===== src/rtl/lbd_pkg.sv =====
package lbd_pkg;
    typedef enum logic [1:0] {
        ST_HIGH = 2'd0,
        ST_LOW  = 2'd1,
        ST_SAT  = 2'd2
    } lbd_state_e;
endpackage


===== src/rtl/lbd_sync.sv =====
module lbd_sync #(
    parameter int STAGES = 2
) (
    input  logic clk,
    input  logic rst_n,
    input  logic raw,
    output logic line,
    output logic fall,
    output logic rise
);
    logic [STAGES-1:0] chain;
    logic              prev;

    // Flops reset to the idle-high level of the line.
    genvar g;
    generate
        for (g = 0; g < STAGES; g++) begin : g_stage
            if (g == 0) begin : g_first
                always_ff @(posedge clk or negedge rst_n) begin
                    if (!rst_n) chain[0] <= 1'b1;
                    else        chain[0] <= raw;
                end
            end else begin : g_next
                always_ff @(posedge clk or negedge rst_n) begin
                    if (!rst_n) chain[g] <= 1'b1;
                    else        chain[g] <= chain[g-1];
                end
            end
        end
    endgenerate

    always_ff @(posedge clk or negedge rst_n) begin
        if (!rst_n) prev <= 1'b1;
        else        prev <= chain[STAGES-1];
    end

    assign line = chain[STAGES-1];
    assign fall = prev & ~line;
    assign rise = ~prev & line;
endmodule


===== src/rtl/lbd_width_cnt.sv =====
module lbd_width_cnt #(
    parameter int CNT_W = 16
) (
    input  logic             clk,
    input  logic             rst_n,
    input  logic             clear,
    input  logic             inc,
    output logic [CNT_W-1:0] count,
    output logic             at_max
);
    localparam logic [CNT_W-1:0] CNT_MAX = {CNT_W{1'b1}};

    always_ff @(posedge clk or negedge rst_n) begin
        if (!rst_n)              count <= '0;
        else if (clear)          count <= '0;
        else if (inc && !at_max) count <= count + 1'b1;
    end

    assign at_max = (count == CNT_MAX);
endmodule


===== src/rtl/lbd_fsm.sv =====
module lbd_fsm
    import lbd_pkg::*;
#(
    parameter int CNT_W       = 16,
    parameter int BREAK_TICKS = 8800
) (
    input  logic             clk,
    input  logic             rst_n,
    input  logic             fall,
    input  logic             rise,
    input  logic             enable,
    input  logic [CNT_W-1:0] count,
    input  logic             at_max,
    output logic             cnt_clear,
    output logic             cnt_inc,
    output logic             ovf_flag,
    output logic             brk_pulse,
    output logic [CNT_W-1:0] low_width
);
    localparam logic [CNT_W:0] THRESH = (CNT_W+1)'(BREAK_TICKS);

    lbd_state_e state, state_nx;
    logic       capture;
    logic       over_thresh;

    always_ff @(posedge clk or negedge rst_n) begin
        if (!rst_n) state <= ST_HIGH;
        else        state <= state_nx;
    end

    always_comb begin
        state_nx  = state;
        cnt_clear = 1'b0;
        cnt_inc   = 1'b0;
        capture   = 1'b0;
        unique case (state)
            ST_HIGH: begin
                if (fall) begin
                    cnt_clear = 1'b1;
                    state_nx  = ST_LOW;
                end
            end
            ST_LOW: begin
                if (rise) begin
                    capture  = 1'b1;
                    state_nx = ST_HIGH;
                end else if (at_max) begin
                    state_nx = ST_SAT;
                end else begin
                    cnt_inc = 1'b1;
                end
            end
            ST_SAT: begin
                if (rise) state_nx = ST_HIGH;
            end
            default: state_nx = ST_HIGH;
        endcase
    end

    assign ovf_flag    = (state == ST_SAT);
    assign over_thresh = ({1'b0, count} > THRESH);

    always_ff @(posedge clk or negedge rst_n) begin
        if (!rst_n) begin
            brk_pulse <= 1'b0;
            low_width <= '0;
        end else begin
            brk_pulse <= capture && enable && over_thresh;
            if (capture) low_width <= count;
        end
    end
endmodule


===== src/rtl/lbd_top.sv =====
module lbd_top #(
    parameter int CNT_W       = 16,
    parameter int BREAK_TICKS = 8800,
    parameter int SYNC_STAGES = 2
) (
    input  logic             clk,
    input  logic             rst_n,
    input  logic             rx_raw,
    input  logic             enable,
    output logic             brk_pulse,
    output logic [CNT_W-1:0] low_width
);
    logic             line_sync;
    logic             line_fall;
    logic             line_rise;
    logic             cnt_clear;
    logic             cnt_inc;
    logic             cnt_at_max;
    logic             ovf_flag;
    logic [CNT_W-1:0] width_cnt;

    lbd_sync #(.STAGES(SYNC_STAGES)) u_sync (
        .clk  (clk),
        .rst_n(rst_n),
        .raw  (rx_raw),
        .line (line_sync),
        .fall (line_fall),
        .rise (line_rise)
    );

    lbd_width_cnt #(.CNT_W(CNT_W)) u_cnt (
        .clk   (clk),
        .rst_n (rst_n),
        .clear (cnt_clear),
        .inc   (cnt_inc),
        .count (width_cnt),
        .at_max(cnt_at_max)
    );

    lbd_fsm #(.CNT_W(CNT_W), .BREAK_TICKS(BREAK_TICKS)) u_fsm (
        .clk      (clk),
        .rst_n    (rst_n),
        .fall     (line_fall),
        .rise     (line_rise),
        .enable   (enable),
        .count    (width_cnt),
        .at_max   (cnt_at_max),
        .cnt_clear(cnt_clear),
        .cnt_inc  (cnt_inc),
        .ovf_flag (ovf_flag),
        .brk_pulse(brk_pulse),
        .low_width(low_width)
    );
endmodule


===== config.mk =====
export PLATFORM = sky130hd
export DESIGN_NAME = lbd_top
export DESIGN_NICKNAME = d
export VERILOG_FILES = /design/src/rtl/lbd_pkg.sv /design/src/rtl/lbd_sync.sv /design/src/rtl/lbd_width_cnt.sv /design/src/rtl/lbd_fsm.sv /design/src/rtl/lbd_top.sv
export SDC_FILE = /design/constraint.sdc
export NUM_CORES = 1
export LEC_CHECK = 0
export ABC_AREA = 1
export BUFFER_PORTS_ARGS = -buffer_cell sky130_fd_sc_hd__buf_4
export CAP_MARGIN = 20
export CORE_MARGIN = 8
export CORE_UTILIZATION = 40
export DETAILED_ROUTE_END_ITERATION = 8
export GPL_TIMING_DRIVEN = 0
export RECOVER_POWER = 50
export SLEW_MARGIN = 20
export SYNTH_ARGS = -nofsm -noshare
export SYNTH_HDL_FRONTEND = slang
export SYNTH_HIERARCHICAL = 1
export SYNTH_SLANG_ARGS = --single-unit

===== constraint.sdc =====
create_clock -name clk -period 1.7 [get_ports clk]
set_input_delay 0.085 -clock clk [delete_from_list [all_inputs] [get_ports clk]]
set_output_delay 0.085 -clock clk [all_outputs]
set_load 0.01 [all_outputs]

## Word-level counts from Yosys, hierarchy flattened

Cells that the tools add are included.

| storage, ports and cells | value |
|---|---|
| output and inout port bits | 17 |
| word-level logic and storage cells | 40 |
| bits in registers | 38 |
| bits of input ports | 4 |

| operators by class | value |
|---|---|
| magnitude comparators | 1 |
| $add $sub $neg | 1 |
| bitwise gates (word level) | 4 |
| eq/ne operators | 6 |
| muxes and demuxes | 14 |
| reduce and logical (&&, ||, !) cells | 7 |

Operators with widths:

| operator | count |
|---|---|
| $mux W16 | 2 |
| $add A16 B1 Y16 const B | 1 |
| $eq A16 B16 Y1 const B | 1 |
| $gt A16 B14 Y1 const B | 1 |
| $mux W2 | 4 |
| $mux W1 | 7 |
| $pmux W2 S3 | 1 |
| $ne A2 B2 Y1 const B | 2 |
| $logic_and A1 B1 Y1 | 3 |
| $ne A3 B3 Y1 const B | 1 |
| $reduce_and A3 Y1 | 1 |
| $and A1 B1 Y1 | 2 |
| $eq A2 B1 Y1 const B | 1 |
| $eq A2 B2 Y1 const B | 1 |
| $logic_not A2 Y1 | 1 |
| $not A1 Y1 | 2 |
| $reduce_bool A2 Y1 | 1 |
| $logic_not A1 Y1 | 1 |

## Logic depth before layout (Yosys ltp)

Gate-level depths: netlist of the first run.

| depth | value |
|---|---|
| depth after elaboration | 7 |
| mapped depth | 14 |
| gate-level depth less buffers | 13 |

## Hierarchy

The synthesis of the first run kept the hierarchy.

Modules (own cells, without submodules):

| module | area each (µm²) | cells an instance | seq. area each (µm²) | instances |
|---|---|---|---|---|
| lbd_width_cnt | 1043.5 | 154 | 400.4 | 1 |
| lbd_fsm | 935.9 | 119 | 475.5 | 1 |
| lbd_sync | 93.8 | 7 | 78.8 | 1 |

## Least setup slack after synthesis of the first run

Ideal clock, no wire load.

| timing | value |
|---|---|
| kind | flip-flop to flip-flop |
| start | reg u_cnt.count[0] |
| end | reg u_cnt.count[10] |
| data arrival time | 1.696 ns |
| buffers on the path | 1 |
| slack | -0.061 ns |
| data required time | 1.634 ns |
| library setup time | 0.066 ns |
| cell stages (with the launch flop) | 14 |
| period minus slack after synthesis | 1.761 ns |
| cells stage by stage | dfrtp_1 -> ha_1 -> nand2_2 -> nor2_4 -> nand3_1 -> nor3_1 -> nor2_1 -> nand2_1 -> inv_1 -> inv_1 -> nor2_2 -> buf_2 -> nand4_1 -> nand2_1 |

| on the way | value |
|---|---|
| cells in the longest elaborated chain, start to end | 6 |
| elaborated cells on any way between the ends | 10 |
| classes of those cells | add/sub (1); eq/ne (1); mux (5); reduce/logical (3) |

RTL lines:

| what | line | text |
|---|---|---|
| start, declared | lbd_width_cnt.sv:8 | `output logic [CNT_W-1:0] count,` |
| start signal, assigned | lbd_width_cnt.sv:16 | `else if (inc && !at_max) count <= count + 1'b1;` |
| $eq A16 B16 Y1 | lbd_width_cnt.sv:19 | `assign at_max = (count == CNT_MAX);` |
| net cnt_at_max | lbd_top.sv:18 | `logic cnt_at_max;` |
| $mux W1 | lbd_fsm.sv:47 | `end else if (at_max) begin` |
| $mux W1 | lbd_fsm.sv:44 | `if (rise) begin` |
| $mux W1 | lbd_fsm.sv:36 | `unique case (state)` |
| net cnt_inc | lbd_top.sv:17 | `logic cnt_inc;` |
| $logic_and A1 B1 Y1 | lbd_width_cnt.sv:16 |  |
| $reduce_bool A2 Y1 (no source line) | - |  |

The timed path passes the listed nets, and every way through them passes these cells. The select of a mux whose other input is x is not followed.
A chain may end at the register's enable or synchronous reset.

## Worst setup path in the final report of the first run

| timing | value |
|---|---|
| start | reg u_cnt.count[0] |
| end | reg u_cnt.count[13] |

Same word-level chain as after synthesis.

==> impl_metrics.toml, run 1 <==
[run_status]
outcome = "finished, violations left"
violations = "setup timing"

[cts]
clock_latency_ps = 280
root_buffer = "clkbuf_8"
cts_buffers = 5
cts_sinks = 38
clk_pin_slew_ps = 70
cts_max_level = 2
tritoncts = "yes"
cts_buffer_depth = 2

[synth]
synth_seq_area_share_pct = 46.0
synth.ff_latch_count = 38
synth_cells = 280
ys_top_cells_by_count = "nand2_1, dfrtp_1, nor2_1, inv_1, nand3_1"
synth_area_per_cell_um2 = 7.40
yosysTopAreaCellShare_pct = 42.2
synth_area_um2 = 2070
synth_area_leaders = "dfrtp_1, nand2_1, nand3_1"
yosysWarnings = 6
synth_ff_type = "dfrtp_1"
synth_edf_count = 0
yosysTopAreaCell = "dfrtp_1"
synth_fp_nets = 285
yosysMostFrequentCell = "nand2_1"
synth-async-reset-ratio_pct = 100
yosysUniqueCellTypes = 25

[detailed_routing]
vias = 1962
drc = 0
viasPerCell = 4.86
detail-route-antenna-nets = 0
drt_iter0_drc = 126
wl_per_cell_um = 12.4
dr.pass1.iters = 5
finalWirelength_um = 5020

[floorplan]
coreArea_um2 = 5040
die_w_um = 88.0
die_h_um = 88.0
start_util_pct = 41.1
die_area_um2 = 7740
rows = 26
ios = 21

[global_routing]
gr-usage-all-layers_pct = 13.4
antenna_found_initial = 0
first_global_vias = 1801
grt_pass1_wl_um = 8120
overflow = 0
grt_max_degree = 39

[power]
swShare_pct = 30.5
pwr-share-clk_pct = 29.7
power.static_leakage_nw = 1.39
power.density_nw_per_um2 = 920
total_power_mw = 2.50
combPwrFrac_pct = 25.8
power_frac_seq_pct = 44.5
p_int_mw = 1.74
ir_worst_vdd_uv = 381
switching_power_mw = 0.761

[setup_path]
start_kind = "register"
critPathKind = "register to register"
crit_required_ps = 1920
worst_setup_path_end_kind = "register"
crit_arrival_ps = 2070
cp_max_fo = 5

[timing]
slew_headroom_pct = 36.6
setup_viol = 16
hold_slack_ps = 109
finalSetupTns_ps = -1750
layout_min_cycle_time_ps = 1840
postLayoutSetupSlackWorst_ps = -144
skew_ps = 4.24
finalCritPeriodShare_pct = 108
rsz0062_at_grt = "yes"
final-hold-violation-count = 0
maxSlewViolCount = 0
max_freq_ghz = 0.542
tightest_slew_ps = 951

[finish]
area_growth_pct = 30.9
nNetsFinal = 338
antenna_cells = 0
post_route_cells_drive_above_1_share_pct = 32.0
instances_no_fill = 404

[min_path]
hold_path_class = "input pin to register"

[placed_design]
place_congestion = 0.874
dp_cells = 370
portBuffers = 20
place_ws_ps = -322
hpwl_um = 3330

[flow_run]
max_cap_viol_count = 0
routing by layer:
| metal | vias to the layer above | GRT usage [%] | part of all wire, % |
|---|---|---|---|
| met5 | - | 0 | 0 |
| met1 | 921 | 16.3 | 43 |
| met3 | 6 | 3.10 | 5.0 |
| li1 | 989 | - | - |
| met4 | 0 | 4.84 | 1.2 |
| met2 | 46 | 22.3 | 51 |
cell type report:
cell class / instances / area [um^2]
multi-input cells: 203 / 1020
clock inverters: 1 / 30.0
fillers: 488 / 2330
plain buffers: 7 / 58.8
inverters: 32 / 120
repair buffers: 46 / 355
flip-flops and latches: 38 / 966
well taps: 70 / 87.6
clock buffers: 7 / 76.3
through the flow:
step,utilization (%),area [um^2]
3_5_place_dp,46.2,2330
5_1_grt,53.8,2710
2_1_floorplan,-,2090
6_report,53.8,2710
3_3_place_gp,46.2,2330
4_1_cts,50.7,2560
power groups by stage:
stage               Combinational, mW  Sequential (mW)  Clock, mW
CTS                             0.583             1.09      0.767
finish                          0.644             1.11      0.741
global route                    0.706             1.13      0.812
global placement                0.468             1.12          0
detailed placement              0.472             1.13          0
floorplan                       0.294             1.12          0
what timing repair did:
item	CTS	global route
setup buffers	8	15
gates cloned	1	0
hold buffers	2	0
endpoints found under the setup margin	16	16
pin swaps	13	10
gates resized for setup	16	17
hold endpoints to repair	36	0
state kept, by name (all words and copies together) (netlist names):
name	count
u_sync/chain	1
u_fsm/state	2
u_cnt/count	16
u_fsm/brk_pulse	1
u_sync/line	1
u_sync/prev	1
u_fsm/low_width	16
worst max-delay path, stage by stage (launching register included):
cell	delay (ps)
dfrtp_1	430
ha_4	180
nand2_4	60
nor2_4	110
nand3_2	120
nor3_4	150
nor2_1	60
nand2_1	100
inv_2	50
inv_2	60
nor2_4	50
nor2_4	140
buf_6	160
nand2_1	50
nand2_1	60
path summary, 6_finish.rpt:
path / start / endpoint / slack [ps] / cells past startpoint
min in group asynchronous: rst_n / u_cnt/count[7] / 470 / 2
worst min register to register: u_sync/chain[0] / u_sync/line / 360 / 0
worst max register to register: u_cnt/count[0] / u_cnt/count[13] / -140 / 14
worst max-delay path: u_cnt/count[0] / u_cnt/count[13] / -140 / 14
max in group asynchronous: rst_n / u_cnt/count[1] / 570 / 2
worst min-delay path: enable / u_fsm/brk_pulse / 110 / 5
cells in the final DEF (no fill, tap or decap), drive strengths merged:
cell type    instances
or2                  1
nand3b               1
o21ai               15
nor2                39
bufinv               1
nor3                 1
a21oi                4
clkbuf              10
dfrtp               35
ha                   1
nand3               27
dlygate4sd3          2
inv                 32
dfstp                3
nand2              102
nand4               10
xor2                 2
buf                 48
cell families (layout without fill, tap and decap cells):
logic type | after synthesis | in the layout | synth area share [%]
adders and majority gates | 1 | 1 | 0.603
xor gates and xnor gates | 2 | 2 | 0.845
and+or+nand+nor | 181 | 181 | 38.4
AOI/OAI and AO/OA | 19 | 19 | 5.67
buffers and inverters | 39 | 93 | 8.45
DFF | 38 | 38 | 46.0
No activity file was read; power rests on OpenSTA's default activity.
==> run 2, diff against run 1 <==
clock period = 2.05 ns   (was 1.7 ns; I/O delays follow)
==> impl_metrics.toml, run 2 (synthesis gave the netlist of run 1 again) <==
[run_status]
outcome = "finished, final reports clean"

[power]
power.density_nw_per_um2 = 761
total_power_mw = 1.91
power.static_leakage_nw = 1.27
ir_worst_vdd_uv = 361

[cts]
tritoncts = "yes"
clk_pin_slew_ps = 70
cts_sinks = 38
clock_latency_ps = 280
cts_buffers = 5
cts_buffer_depth = 2
cts_max_level = 2
root_buffer = "clkbuf_8"

[finish]
final_common_cell = "nand2_1"
nNetsFinal = 319
area_growth_pct = 20.8
finish.instance_area_um2 = 2500
instances_no_fill = 385
fillerInstances = 503
antenna_cells = 0
final_cell_mix = "nand2_1, nor2_1, dfrtp_1, inv_1, nand3_1"
reg_top3 = "u_cnt/count: 16 flops, u_fsm/low_width: 16 flops, u_fsm/state: 2 flops"
post_route_cells_drive_above_1_share_pct = 20.6

[timing]
layout_min_cycle_time_ps = 1930
skew_ps = 2.33
slew_headroom_pct = 37.3
max_freq_ghz = 0.519
final-hold-violation-count = 0
finalCritPeriodShare_pct = 94.1
postLayoutSetupSlackWorst_ps = 122
tightest_slew_ps = 941
setup_viol = 0
maxSlewViolCount = 0
finalSetupTns_ps = 0

[floorplan]
coreArea_um2 = 5040
die_h_um = 88.0
start_util_pct = 41.1
die_w_um = 88.0
die_area_um2 = 7740
rows = 26
ios = 21

[placed_design]
portBuffers = 20
dp_cells = 370
place_ws_ps = -90.7
dpl-instance-area_um2 = 2310
place_congestion = 0.888
hpwl_um = 3270

[detailed_routing]
finalWirelength_um = 4620
detail-route-antenna-nets = 0
drc = 0
wl_per_cell_um = 12.0
viasPerCell = 4.72
dr.pass1.iters = 4
vias = 1816
drt_iter0_drc = 117

[setup_path]
crit_required_ps = 2280
critPathKind = "register to register"
r2r_setup_slack_ps = 120
start_kind = "register"
worst_setup_path_end_kind = "register"
crit_arrival_ps = 2150
cp_max_fo = 5

[global_routing]
gr-usage-all-layers_pct = 12.8
overflow = 0
grt_pass1_wl_um = 7800
grt_max_degree = 39
antenna_found_initial = 0
first_global_vias = 1672

[min_path]
hold_path_class = "input pin to register"

[flow_run]
max_cap_viol_count = 0
[run 2: cell count changes in the layout (fill, tap and decap cells not counted), moves of 2 or more]
cell / delta
dfrtp_1: +4
buf_6: -2
clkbuf_1: +3
nor2_2: -2
buf_4: -21
nand2_2: -13
dfrtp_2: -4
nand2_1: +13
[run 2: what timing repair did]
item                       4_1_cts  5_1_grt
pin swaps                        0        6
setup endpoints to repair       14       14
gates resized for setup          2       17
gates cloned                     0        1
buffers inserted                 2        2
hold endpoints to repair        36        0
hold buffers                     2        0
[run 2: area by class of cell]
cell class	count	area, um^2	share of cell area [%]
clock buffers	7	86.3	3.45
inverters	32	120	4.80
well taps	70	87.6	3.50
plain buffers	7	57.6	2.30
multi-input cells	203	997	39.8
repair buffers	27	190	7.59
flip-flops and latches	38	961	38.4
clock inverters	1	5.00	0.200
[run 2: metrics by stage]
stage          hold slack, ps  util [%]
2_1_floorplan            -193         -
3_3_place_gp              102      45.8
3_5_place_dp              105      45.8
4_1_cts                   115      48.5
5_1_grt                   173      49.7
6_report                  117      49.7
[run 2: layer usage]
metal  GRT usage [%]  vias to the layer above  wire length (um)
li1                -                      954                 -
met1            16.2                      823              2170
met2            20.9                       33              2150
met3            2.91                        6               250
met4            3.75                        0                51
met5               0                        -                 0
[run 2: power by group]
part           total, mW  leakage [nW]  internal (mW)  switching (mW)
registers          0.910         0.505          0.830          0.0798
logic              0.467         0.714          0.202           0.265
clock network      0.529        0.0482          0.271           0.257
total               1.91          1.27           1.30           0.602
[run 2: path summary, 6_finish.rpt]
path,from,endpoint,cells after the start
worst max-delay path,u_cnt/count[0],u_cnt/count[13],14
worst min-delay path,enable,u_fsm/brk_pulse,5
worst max register to register,u_cnt/count[0],u_cnt/count[13],14
worst min register to register,u_sync/chain[0],u_sync/line,0
max in group asynchronous,rst_n,u_cnt/count[5],2
min in group asynchronous,rst_n,u_fsm/state[0],2
[run 2: worst max-delay path: stages (launching register included)]
cell     delay (ps)
dfrtp_1         410
ha_4            170
nand2_4          60
nor2_4          150
nand3_4         100
nor3_4          200
nor2_1           60
nand2_1         100
inv_2            50
inv_2            60
nor2_4           50
nor2_4          170
buf_4           170
nand2_1          50
nand2_1          60
==> run 3, diff against run 2 <==
BUFFER_PORTS_ARGS = -buffer_cell sky130_fd_sc_hd__buf_2   (was -buffer_cell sky130_fd_sc_hd__buf_4)
CTS_BUF_LIST = sky130_fd_sc_hd__clkbuf_4   (was default)
==> impl_metrics.toml, run 3 (synthesis gave the netlist of run 1 again) <==
[global_routing]
overflow = 0
gr-usage-all-layers_pct = 13.2
first_global_vias = 1725
grt_pass1_wl_um = 7990
antenna_found_initial = 0
grt_max_degree = 39

[finish]
nNetsFinal = 325
instances_no_fill = 391
area_growth_pct = 19.3
final_common_cell = "nand2_1"
reg_top3 = "u_cnt/count: 16 flops, u_fsm/low_width: 16 flops, u_fsm/state: 2 flops"
antenna_cells = 0
final_cell_mix = "nand2_1, nor2_1, dfrtp_1, inv_1, nand3_1"
post_route_cells_drive_above_1_share_pct = 19.9
fillerInstances = 515
final_util_pct = 49.1

[min_path]
hp-start = "enable"
hold_path_class = "input pin to register"

[run_status]
outcome = "finished, final reports clean"

[placed_design]
hpwl_um = 3300
dp_cells = 370
portBuffers = 20
place_ws_ps = -68.6
place_congestion = 0.891

[power]
ir_worst_vdd_uv = 368
power.static_leakage_nw = 1.22
power.density_nw_per_um2 = 749

[cts]
root_buffer = "clkbuf_4"
cts_max_level = 2
tritoncts = "yes"
clk_pin_slew_ps = 110
cts_buffer_depth = 2
cts_sinks = 38
cts_buffers = 5
clock_latency_ps = 350

[timing]
setup_viol = 0
layout_min_cycle_time_ps = 1990
postLayoutSetupSlackWorst_ps = 59.4
slew_headroom_pct = 37.3
finalSetupTns_ps = 0
final-hold-violation-count = 0
skew_ps = 10.0
hold_slack_ps = 57.7
maxSlewViolCount = 0
rsz0062_at_grt = "yes"
tightest_slew_ps = 941
finalCritPeriodShare_pct = 97.1
max_freq_ghz = 0.502

[setup_path]
slowest_stage = "dfrtp_1"
worst-path-buf-inv = 3
cp_max_fo = 5
crit_chain = "ha_2 > nand2_4 > nor2_4 > nand3_2 > nor3_2 > nor2_1 > nand2_1 > inv_2 > inv_2 > nor2_4 > nor2_4 > buf_6 > nand2_2 > nand2_1"
crit_required_ps = 2330
start_kind = "register"
critPathKind = "register to register"
r2r_setup_slack_ps = 60
path_common_cell = "nor2_4"
worst_setup_path_end_kind = "register"
crit_arrival_ps = 2280
r2r-start = "u_cnt/count[0]"
worstSetupStartpoint = "u_cnt/count[0]"
crit_path_max_incr_delay_ps = 390
crit_family = "simple AND/OR/NAND/NOR gates"

[detailed_routing]
vias = 1881
dr.pass1.iters = 4
finalWirelength_um = 4880
drt_iter0_drc = 131
viasPerCell = 4.81
drc = 0
wl_per_cell_um = 12.5
detail-route-antenna-nets = 0

[floorplan]
die_w_um = 88.0
ios = 21
die_area_um2 = 7740
rows = 26
coreArea_um2 = 5040
start_util_pct = 41.1
die_h_um = 88.0

[flow_run]
max_cap_viol_count = 0
## run 3: changes by cell type in the layout (fill, tap and decap cells not counted), moves of 2 or more
cell / before / now
clkbuf_1: 5 / 17
buf_4: 21 / 12
clkbuf_8: 6 / 0
nand2_1: 98 / 92
nand2_2: 2 / 8
clkbuf_4: 1 / 6
buf_2: 1 / 3
## run 3: final timing paths
path,depth (start not counted),end
setup / recovery,14,u_cnt/count[13]
hold / removal,5,u_fsm/brk_pulse
setup reg to reg,14,u_cnt/count[13]
hold reg to reg,0,u_sync/line
max in group asynchronous,2,u_cnt/count[6]
min in group asynchronous,2,u_cnt/count[12]
## run 3: timing repair
| item | in CTS | in global routing |
|---|---|---|
| buffers inserted | 2 | 8 |
| hold endpoints to repair | 36 | 0 |
| pin swaps | 0 | 11 |
| setup endpoints to repair | 14 | 15 |
| gates resized for setup | 2 | 20 |
| hold buffers | 2 | 0 |
| gates cloned | 0 | 1 |
## run 3: cell type report
type / count / area, um^2 / share of cell area, %
clock buffers: 6 / 45.0 / 1.82
flip-flops and latches: 38 / 961 / 38.8
inverters: 32 / 120 / 4.86
multi-input cells: 203 / 983 / 39.8
plain buffers: 7 / 57.6 / 2.33
clock inverters: 2 / 33.8 / 1.37
repair buffers: 33 / 185 / 7.49
well taps: 70 / 87.6 / 3.54
## run 3: worst register-to-register path: stages (launching register included)
cell and delay (ps):
dfrtp_1 390, ha_2 230, nand2_4 70, nor2_4 140
nand3_2 110, nor3_2 220, nor2_1 60, nand2_1 100
inv_2 50, inv_2 60, nor2_4 40, nor2_4 180
buf_6 170, nand2_2 50, nand2_1 60
## run 3: metal layers
metal | track usage, % | routed length, um | vias to the layer above
met1 | 16.4 | 2290 | 873
met4 | 5.78 | 99 | 0
met2 | 21.3 | 2260 | 37
met5 | 0 | 0 | -
met3 | 2.91 | 223 | 11
li1 | - | - | 960
## run 3: report_power, final
group	internal [mW]	switching, mW
Clock	0.267	0.243
Combinational	0.173	0.268
Sequential	0.830	0.0728
## run 3: metrics by stage
step	power [mW]	instance area (um^2)
3_5_place_dp	1.29	2260
3_3_place_gp	1.28	2260
2_1_floorplan	1.17	2070
4_1_cts	1.84	2380
5_1_grt	1.96	2470
6_report	1.85	2470
